### src/rtl/clkpre_pkg.sv
package clkpre_pkg;
    // Phase of the divided clock: value equals the output level.
    typedef enum logic {
        PH_LOW  = 1'b0,
        PH_HIGH = 1'b1
    } phase_e;
endpackage

### src/rtl/clkpre_reload_reg.sv
module clkpre_reload_reg #(
    parameter int RW = 8
) (
    input  logic          clk,
    input  logic          rst,
    input  logic          wr_en,
    input  logic [RW-1:0] wr_data,
    output logic [RW-1:0] shadow_q
);
    localparam logic [RW-1:0] RESET_VAL = '1;

    always_ff @(posedge clk) begin
        if (rst)        shadow_q <= RESET_VAL;
        else if (wr_en) shadow_q <= wr_data;
    end

    // the stored value only moves on a write
    assert_hold_without_write_R6: assert property (@(posedge clk) disable iff (rst)
        !wr_en |=> $stable(shadow_q));

    // a write is captured as given
    assert_capture_write_R6: assert property (@(posedge clk) disable iff (rst)
        wr_en |=> (shadow_q == $past(wr_data)));
endmodule

### src/rtl/clkpre_phase_fsm.sv
module clkpre_phase_fsm
    import clkpre_pkg::*;
#(
    parameter int RW = 8
) (
    input  logic          clk,
    input  logic          rst,
    input  logic [RW-1:0] shadow,
    output logic          clk_div,
    output logic          tick
);
    localparam logic [RW-1:0] TOP = '1;

    phase_e        state_q, state_d;
    logic [RW-1:0] cnt_q, cnt_d;
    logic [RW-1:0] active_q, active_d;
    logic          wrap;

    assign wrap = (cnt_q == TOP);

    // State register
    always_ff @(posedge clk) begin
        if (rst) begin
            state_q  <= PH_HIGH;
            cnt_q    <= TOP;
            active_q <= TOP;
        end else begin
            state_q  <= state_d;
            cnt_q    <= cnt_d;
            active_q <= active_d;
        end
    end

    // Next state: half-wrap reuses the active value, period-wrap adopts the shadow
    always_comb begin
        state_d  = state_q;
        cnt_d    = cnt_q + 1'b1;
        active_d = active_q;
        unique case (state_q)
            PH_HIGH: begin
                if (wrap) begin
                    state_d = PH_LOW;
                    cnt_d   = active_q;
                end
            end
            PH_LOW: begin
                if (wrap) begin
                    state_d  = PH_HIGH;
                    cnt_d    = shadow;
                    active_d = shadow;
                end
            end
        endcase
    end

    // Outputs
    always_comb begin
        clk_div = (state_q == PH_HIGH);
        tick    = (state_q == PH_LOW) && wrap;
    end

    // the phase flips exactly when the counter wraps
    assert_flip_on_wrap_R3: assert property (@(posedge clk) disable iff (rst)
        wrap |=> (clk_div != $past(clk_div)));

    assert_hold_mid_phase_R3: assert property (@(posedge clk) disable iff (rst)
        !wrap |=> $stable(clk_div));

    assert_count_step_R3: assert property (@(posedge clk) disable iff (rst)
        !wrap |=> (cnt_q == $past(cnt_q) + 1'b1));

    // the governing value changes only at a period boundary
    assert_active_at_boundary_R7: assert property (@(posedge clk) disable iff (rst)
        !tick |=> $stable(active_q));

    // the pulse is followed by a rising divided clock
    assert_tick_before_rise_R8: assert property (@(posedge clk) disable iff (rst)
        tick |=> $rose(clk_div));

    assert_no_tick_high_R8: assert property (@(posedge clk) disable iff (rst)
        clk_div |-> !tick);
endmodule

### src/rtl/sysclk_prescaler.sv
module sysclk_prescaler #(
    parameter int RW = 8
) (
    input  logic          clk,
    input  logic          rst,
    input  logic          wr_en,
    input  logic [RW-1:0] wr_data,
    output logic [RW-1:0] rd_data,
    output logic          clk_div,
    output logic          tick
);
    logic [RW-1:0] shadow;

    clkpre_reload_reg #(.RW(RW)) u_reload (
        .clk      (clk),
        .rst      (rst),
        .wr_en    (wr_en),
        .wr_data  (wr_data),
        .shadow_q (shadow)
    );

    clkpre_phase_fsm #(.RW(RW)) u_phase (
        .clk     (clk),
        .rst     (rst),
        .shadow  (shadow),
        .clk_div (clk_div),
        .tick    (tick)
    );

    assign rd_data = shadow;
endmodule

### config.mk
export PLATFORM = sky130hd
export DESIGN_NAME = sysclk_prescaler
export DESIGN_NICKNAME = d
export VERILOG_FILES = /design/src/rtl/clkpre_pkg.sv /design/src/rtl/clkpre_reload_reg.sv /design/src/rtl/clkpre_phase_fsm.sv /design/src/rtl/sysclk_prescaler.sv
export SDC_FILE = /design/constraint.sdc
export NUM_CORES = 1
export LEC_CHECK = 0
export BUFFER_PORTS_ARGS = -buffer_cell sky130_fd_sc_hd__buf_2
export CORE_MARGIN = 5
export CORE_UTILIZATION = 55
export CTS_BUF_LIST = sky130_fd_sc_hd__clkbuf_4
export DETAILED_ROUTE_END_ITERATION = 6
export PLACE_DENSITY_LB_ADDON = 0.05
export SKIP_CTS_REPAIR_TIMING = 1
export SLEW_MARGIN = 10
export SYNTH_ARGS = -nofsm -noshare
export SYNTH_HDL_FRONTEND = slang
export SYNTH_HIERARCHICAL = 1
export SYNTH_SLANG_ARGS = --single-unit
### constraint.sdc
create_clock -name clk -period 2.35 [get_ports clk]
set_input_delay 0.1175 -clock clk [delete_from_list [all_inputs] [get_ports clk]]
set_output_delay 0.1175 -clock clk [all_outputs]
set_load 0.02 [all_outputs]
==> results of run 1 <==
==> sequential cells by signal, summed over array words and instances (netlist names) <==
signal             flops
u_reload/shadow_q      8
u_phase/cnt_q          8
u_phase/active_q       8
u_phase/clk_div        1
==> how the worst min path moves through the flow <==
| stage | cells after the start | from | end | slack (ns) |
|---|---|---|---|---|
| floorplan | 1 | wr_data[4] | u_reload/shadow_q[4] | 0.24 |
| global placement | 2 | wr_data[5] | u_reload/shadow_q[5] | 0.32 |
| detailed placement | 2 | wr_data[6] | u_reload/shadow_q[6] | 0.33 |
| CTS | 2 | wr_data[6] | u_reload/shadow_q[6] | -0.01 |
| global route | 2 | wr_data[0] | u_reload/shadow_q[0] | 0.003 |
| finish | 2 | wr_data[6] | u_reload/shadow_q[6] | 0.007 |
==> routing by layer <==
| layer | GRT usage | up-vias |
|---|---|---|
| met4 | 0.0625 | 0 |
| met5 | 0 | - |
| met3 | 0.0210 | 4 |
| met2 | 0.216 | 16 |
| li1 | - | 446 |
| met1 | 0.168 | 398 |
==> cells by family (layout without fill, tap and decap cells) <==
| group | count (synthesis) | count (layout) | synth area share |
|---|---|---|---|
| buf+inv | 8 | 30 | 0.0421 |
| mux | 8 | 8 | 0.0720 |
| fa+ha+maj | 2 | 2 | 0.0221 |
| xor+xnor | 2 | 2 | 0.0155 |
| simple gates | 41 | 41 | 0.210 |
| compound gates | 27 | 27 | 0.195 |
| flops | 25 | 25 | 0.443 |
==> per-stage QoR <==
| stage | instances | hold WS (ns) | cell area (um2) | power, mW | setup WS (ns) |
|---|---|---|---|---|---|
| floorplan | 113 | 0.240 | 1130 | 1.04 | 0.422 |
| global placement | 155 | 0.323 | 1230 | 1.12 | 0.472 |
| detailed placement | 155 | 0.329 | 1230 | 1.15 | 0.353 |
| CTS | 159 | -0.0116 | 1260 | 1.35 | 0.0708 |
| global route | 162 | 0.00302 | 1290 | 1.44 | 0.170 |
| finish | 162 | 0.00674 | 1290 | 1.33 | 0.275 |
==> critical path: cells and delay by family (launching register included) <==
family	cells	cell delay [ns]
adder cells (fa/ha/maj)	2	0.58
flip-flops	1	0.39
buffers and inverters	2	0.32
AND/OR/NAND/NOR	2	0.35
==> area by class of cell <==
class | count | area (um2)
fillers | 192 | 668
multi-input cells | 80 | 584
flip-flops and latches | 25 | 500
repair buffers | 24 | 138
well taps | 27 | 33.8
clock buffers | 4 | 30.0
inverters | 2 | 7.51
==> layout by cell type (no fill, tap or decap) <==
cell type	count
dfxtp_1	25
buf_2	20
nor2b_1	17
a211o_1	12
mux2i_1	7
nand2_1	7
a211o_2	6
clkbuf_4	4
nor2_1	4
o21ai_0	4
dlygate4sd3_1	3
nand3_1	3
a21o_1	3
and3_1	2
xnor2_1	2
or3_1	2
buf_4	1
and4_2	1
nand2_4	1
inv_2	1
inv_1	1
nand3_2	1
or2_2	1
a21oi_1	1
nand2b_1	1
nand4_1	1
mux2_1	1
o21bai_1	1
ha_1	1
ha_2	1
==> power groups by stage <==
stage	sequential (mW)	clock (mW)	combinational, mW
2_1_floorplan	0.599	0	0.438
3_3_place_gp	0.591	0	0.528
3_5_place_dp	0.596	0	0.550
4_1_cts	0.586	0.208	0.554
5_1_grt	0.597	0.216	0.626
6_report	0.585	0.194	0.553
==> results by group, run 1 <==
Placed design
  • Placer Congestion: 0.687
  • DP HPWL: 1420 um
  • Port Buffer Count: 20

Setup path
  • RR Endpoint: u_phase/active_q[2]
  • Critical Path Slowest Stage Cell: dfxtp_1
  • Critical Path Source: u_phase/cnt_q[0]
  • CP arrival: 1.96 ns
  • CP endpoint: tick
  • R2R Setup Slk: between 0.5 and 0.6 ns
  • Worst Path Required: between 2 and 2.5 ns
  • Reg2Reg Launch Point: u_phase/cnt_q[0]
  • CP peak stage delay: 0.39 ns
  • Critical path cell sequence: ha_1 -> and4_2 -> nand2_4 -> inv_2 -> ha_2 -> buf_2
  • CP Capture Type: output pin
  • Worst-path maximum fanout: 17
  • FF-to-FF path depth: 7
  • Worst setup path category: reg2out
  • CP Launch Type: register

Routing
  • DR vias: 864
  • DR pass1 iterations: 4
  • Avg WL per Cell: ~12 um
  • Highest Signal Layer: met4
  • Remaining DRCs: 0
  • Met3 Routed Length: 83 um
  • Wire length on met2: about 930 um
  • ANT nets after route: 0
  • Metal-1 WL: 936 um
  • Drt via density: 5.33
  • Final WL: ~2000 um
  • Starting DRT DRC Count: 7

Power
  • Power per cell area: 1030 nW/um2
  • Clk network pwr share: 0.145
  • Lkg Pwr: between 0.5 and 0.6 nW
  • Psw: 0.473 mW
  • Sequential power share: 0.439
  • Net switching fraction of the power: 0.355
  • Combinational fraction of design power: 0.415
  • Internal power: 0.859 mW
  • Peak supply drop: just over 0.6 mV

Outcome
  • Outcome: complete, no violations

Logic synthesis
  • Synth area leader: dfxtp_1
  • EDFF count, synth: 0
  • Primary FF master, synth: dfxtp_1
  • Sequential share of the synthesized area: 0.443
  • Async set-or-reset flop fraction in the synthesized netlist: 0
  • Syn avg cell area: 10.0 um2
  • Post-synth top cells: dfxtp_1 (25), nor2b_1 (17), a211o_1 (12)
  • Area share of the largest cell type after synthesis: 0.443
  • Gate Count Post-Synth: 113
  • Ys Warns: 6
  • Yosys reg bits: 25
  • Count of different cell masters after synthesis: 29
  • Count leader, synth: dfxtp_1
  • Synthesized cell area: 1130 um2
  • Post-synth net total: roughly 130
  • Ranking of synthesized cells by area: dfxtp_1 (44%), nor2b_1 (9.4%), a211o_1 (9.3%), mux2i_1 (6.2%), a211o_2 (5.3%)

Global routing
  • First-pass GRT wire length: 3310 um
  • Antenna violations before repair: 0
  • Pin count of the biggest net entering global routing: 26
  • Total gr overflow: 0
  • Tot GR Track Use: 0.132
  • Vias in the first global route: 779

STA
  • Highest Clock Rate: roughly 480 MHz
  • Worst-Margin Slew: 0.435 ns
  • Count of pins over their slew limit: 0
  • Tmin final: 2.07 ns
  • Setup TNS: 0 ns
  • Final hold vios: 0
  • Worst slew margin: 0.710
  • Period utilisation layout: 0.883
  • Clk_skew: about 0.0016 ns
  • Setup-failing EPs final: 0
  • Unrepaired setup endpoints after global routing: no

Flow run
  • Max cap viols: 0

Floorplanning
  • Rows: 16
  • Full die area: 3060 um2
  • Die Span Y: 55.3 um
  • Initial Util: 0.576
  • Die W: 55.3 um
  • Core area: 1960 um2
  • IO Pins: 21

Clock tree
  • Clock sink count: 25
  • Clock root cell: clkbuf_4
  • CTS H-tree lvls: 1
  • TritonCTS clock tree: yes
  • Clock Pin Slew Worst Setup and Hold Paths: 0.12 ns
  • Max clock buf depth: 2
  • Clock latency on the worst-skew pair: 0.31 ns
  • Num CTS Buffers: 3

Worst hold path
  • Hold Path Class: in2reg

Cells and area
  • Synthesis-to-finish area growth: 14.5%
  • # nets final: roughly 150
  • Fraction of layout cells with a size suffix above 1: 0.274
  • Final Util: 0.659
  • Antenna Cells: 0
Note: power is estimated with default switching activity, not from simulation.
==> run 2: changes to the inputs <==
--- a/config.mk
+++ b/config.mk
@@ -7,7 +7,7 @@
 export LEC_CHECK = 0
 export BUFFER_PORTS_ARGS = -buffer_cell sky130_fd_sc_hd__buf_2
 export CORE_MARGIN = 5
-export CORE_UTILIZATION = 55
+export CORE_UTILIZATION = 51
 export CTS_BUF_LIST = sky130_fd_sc_hd__clkbuf_4
 export DETAILED_ROUTE_END_ITERATION = 6
 export PLACE_DENSITY_LB_ADDON = 0.05
==> constraint.sdc (replaced) <==
create_clock -name clk -period 1.7 [get_ports clk]
set_input_delay 0.085 -clock clk [delete_from_list [all_inputs] [get_ports clk]]
set_output_delay 0.085 -clock clk [all_outputs]
set_load 0.02 [all_outputs]
==> run 2 against run 1 <==
Against the previous run:
- sequential power up 44%
- highest routed layer unchanged
- critical path type unchanged
- largest power group is now combinational logic
- critical endpoint unchanged
- critical path depth did not move
- core utilization down 0.55 points
==> results by group, run 2 (synthesis gave the netlist of run 1 again) <==
Floorplanning
  • Full die area: 3260 um2 (+6.4%)
  • IO Pins: 21 (unchanged)
  • Initial Util: 0.521 (-0.0551)
  • Core area: 2170 um2 (+11%)
  • Die W: 57.1 um (+3.1%)
  • Die Span Y: 57.1 um (+3.1%)
  • Rows: 17 (+1)

Setup path
  • FF-to-FF path depth: 8 (+1)
  • Worst-path maximum fanout: 6 (-11)
  • CP Launch Type: register
  • R2R Setup Slk: 0.08 ns (-0.43 ns)
  • CP Capture Type: output pin
  • Critical Path Source: u_phase/cnt_q[0]
  • Worst setup path category: reg2out
  • Reg2Reg Launch Point: u_phase/cnt_q[0]
  • CP arrival: 1.55 ns (-0.41 ns)
  • RR Endpoint: u_phase/active_q[6]
  • Worst Path Required: 1.62 ns (-0.61 ns)

Cells and area
  • Biggest registers after layout: u_phase/active_q: 8 flops, u_phase/cnt_q: 8 flops, u_reload/shadow_q: 8 flops
  • Area taken by multi-input logic gates: 608 um2 (+4.1%)
  • # nets final: 160 (+7.4%)
  • Final Util: 0.654 (-0.00546)
  • Fraction of layout cells with a size suffix above 1: 0.315 (+0.0410)
  • Filler instances: 195 (+1.6%)
  • Antenna Cells: 0 (unchanged)
  • Final Instance Count excl. Fillers: 174 (+7.4%)
  • Sequential cell area: 503 um2 (+0.50%)
  • Most common cell after layout, fill and taps aside: dfxtp_1
  • Most frequent cells in the layout: dfxtp_1 (23), buf_2 (19), nor2b_1 (17)
  • Synthesis-to-finish area growth: 25.6%
  • Post-route cell area: 1420 um2 (+9.7%)

Clock tree
  • Clock root cell: clkbuf_4
  • Max clock buf depth: 2 (unchanged)
  • TritonCTS clock tree: yes
  • Clock sink count: 25 (unchanged)
  • Clock Pin Slew Worst Setup and Hold Paths: 0.13 ns (about the same)
  • Num CTS Buffers: 3 (unchanged)
  • CTS H-tree lvls: 1 (unchanged)
  • Clock latency on the worst-skew pair: 0.31 ns (about the same)

Global routing
  • Pin count of the biggest net entering global routing: 26 (unchanged)
  • Tot GR Track Use: 0.138 (+0.00624)
  • Met3 Usage GRT: 0.0226 (+0.00165)
  • Vias in the first global route: 839 (+7.7%)
  • Global route hottest layer: met2
  • First-pass GRT wire length: 3650 um (+10%)
  • Total gr overflow: 0 (unchanged)
  • Met2 Usage GRT: 0.233 (+0.0171)
  • Antenna violations before repair: 0 (unchanged)
  • Met1 Track Usage GR: 0.182 (+0.0139)

Placed design
  • DP HPWL: 1510 um (+6.3%)
  • Port Buffer Count: 20 (unchanged)
  • Placed inst area: 1250 um2 (+1.7%)
  • Placer Congestion: 0.696 (+1.3%)
  • Post-place setup slack: 0.0747 ns (-0.278 ns)
  • Placed Instances: 157 (+1.3%)

STA
  • Tmin final: 1.63 ns
  • Period utilisation layout: 0.959
  • Count of pins over their slew limit: 0 (unchanged)
  • Final hold vios: 0 (unchanged)
  • Highest Clock Rate: 613 MHz
  • Unrepaired setup endpoints after global routing: no
  • Clk_skew: 0.00913 ns (+0.00755 ns)
  • Worst-Margin Slew: 0.435 ns (-0.0000709 ns)
  • Worst slew margin: 0.710 (about the same)
  • Setup slack after layout: 0.0692 ns (-0.206 ns)
  • Setup TNS: 0 ns (unchanged)
  • Setup-failing EPs final: 0 (unchanged)

Routing
  • DR vias: 880 (+1.9%)
  • DR pass1 iterations: 4 (unchanged)
  • Avg WL per Cell: 12.8 um (+4.5%)
  • ANT nets after route: 0 (unchanged)
  • Final WL: 2220 um (+12%)
  • Starting DRT DRC Count: 18 (+11)
  • Remaining DRCs: 0 (unchanged)
  • Drt via density: 5.06 (-5.2%)

Worst hold path
  • Hold Path Class: in2reg
  • Hold Path Origin: wr_en
  • Hold path endpoint: u_reload/shadow_q[5]
  • Hold path depth: 2 (unchanged)

Power
  • Power per cell area: 1400 nW/um2 (+36%)
  • Peak supply drop: 0.828 mV (+37%)
  • Lkg Pwr: 0.647 nW (+9.1%)

Outcome
  • Outcome: complete, no violations

Flow run
  • Max cap viols: 0 (unchanged)
==> run 2: cell count changes in the layout (fill, tap and decap cells not counted), moves of 2 or more <==
cell           before  now
dlygate4sd3_1       3    8
buf_4               1    8
dfxtp_2             0    2
dfxtp_1            25   23
ha_4                0    2
==> run 2: how the worst max path moves through the flow <==
| stage | endpoint | slack, ns | depth (start not counted) |
|---|---|---|---|
| 2_1_floorplan | u_phase/active_q[7] | 0.02 | 8 |
| 3_3_place_gp | u_phase/active_q[4] | 0.14 | 7 |
| 3_5_place_dp | u_phase/active_q[6] | 0.07 | 7 |
| 4_1_cts | tick | -0.16 | 6 |
| 5_1_grt | tick | 0.005 | 6 |
| 6_report | tick | 0.07 | 6 |
==> run 2: report_power, final <==
part	internal, mW	switching, mW	leakage, nW	total, mW
combinational	0.465	0.409	0.422	0.874
sequential	0.719	0.126	0.206	0.845
clock	0.107	0.165	0.0184	0.272
total	1.29	0.700	0.647	1.99
==> run 2: per-stage QoR <==
stage	hold slack, ns	power (mW)
finish	0.201	1.99
global route	0.226	2.15
CTS	-0.0330	1.90
detailed placement	0.297	1.63
global placement	0.291	1.61
floorplan	0.207	1.45
==> run 2: cell type report <==
class / count / share of cell area
Clock buffer: 4 / 0.0212
Inverter: 2 / 0.00529
Multi-Input combinational cell: 80 / 0.429
Sequential cell: 25 / 0.354
Tap cell: 28 / 0.0247
Timing Repair Buffer: 35 / 0.166
==> run 2: per-layer routing <==
| metal | up-vias | routed length [um] |
|---|---|---|
| met5 | - | 0 |
| met4 | 0 | 17 |
| met3 | 2 | 80 |
| met2 | 13 | 1060 |
| met1 | 401 | 1070 |
| li1 | 464 | - |
==> run 2: critical path, stage by stage, from the launching register on <==
cell and delay, ns:
dfxtp_2 0.40, ha_4 0.16, and4_4 0.22, nand2_4 0.05, inv_2 0.09, ha_4 0.17
buf_4 0.15
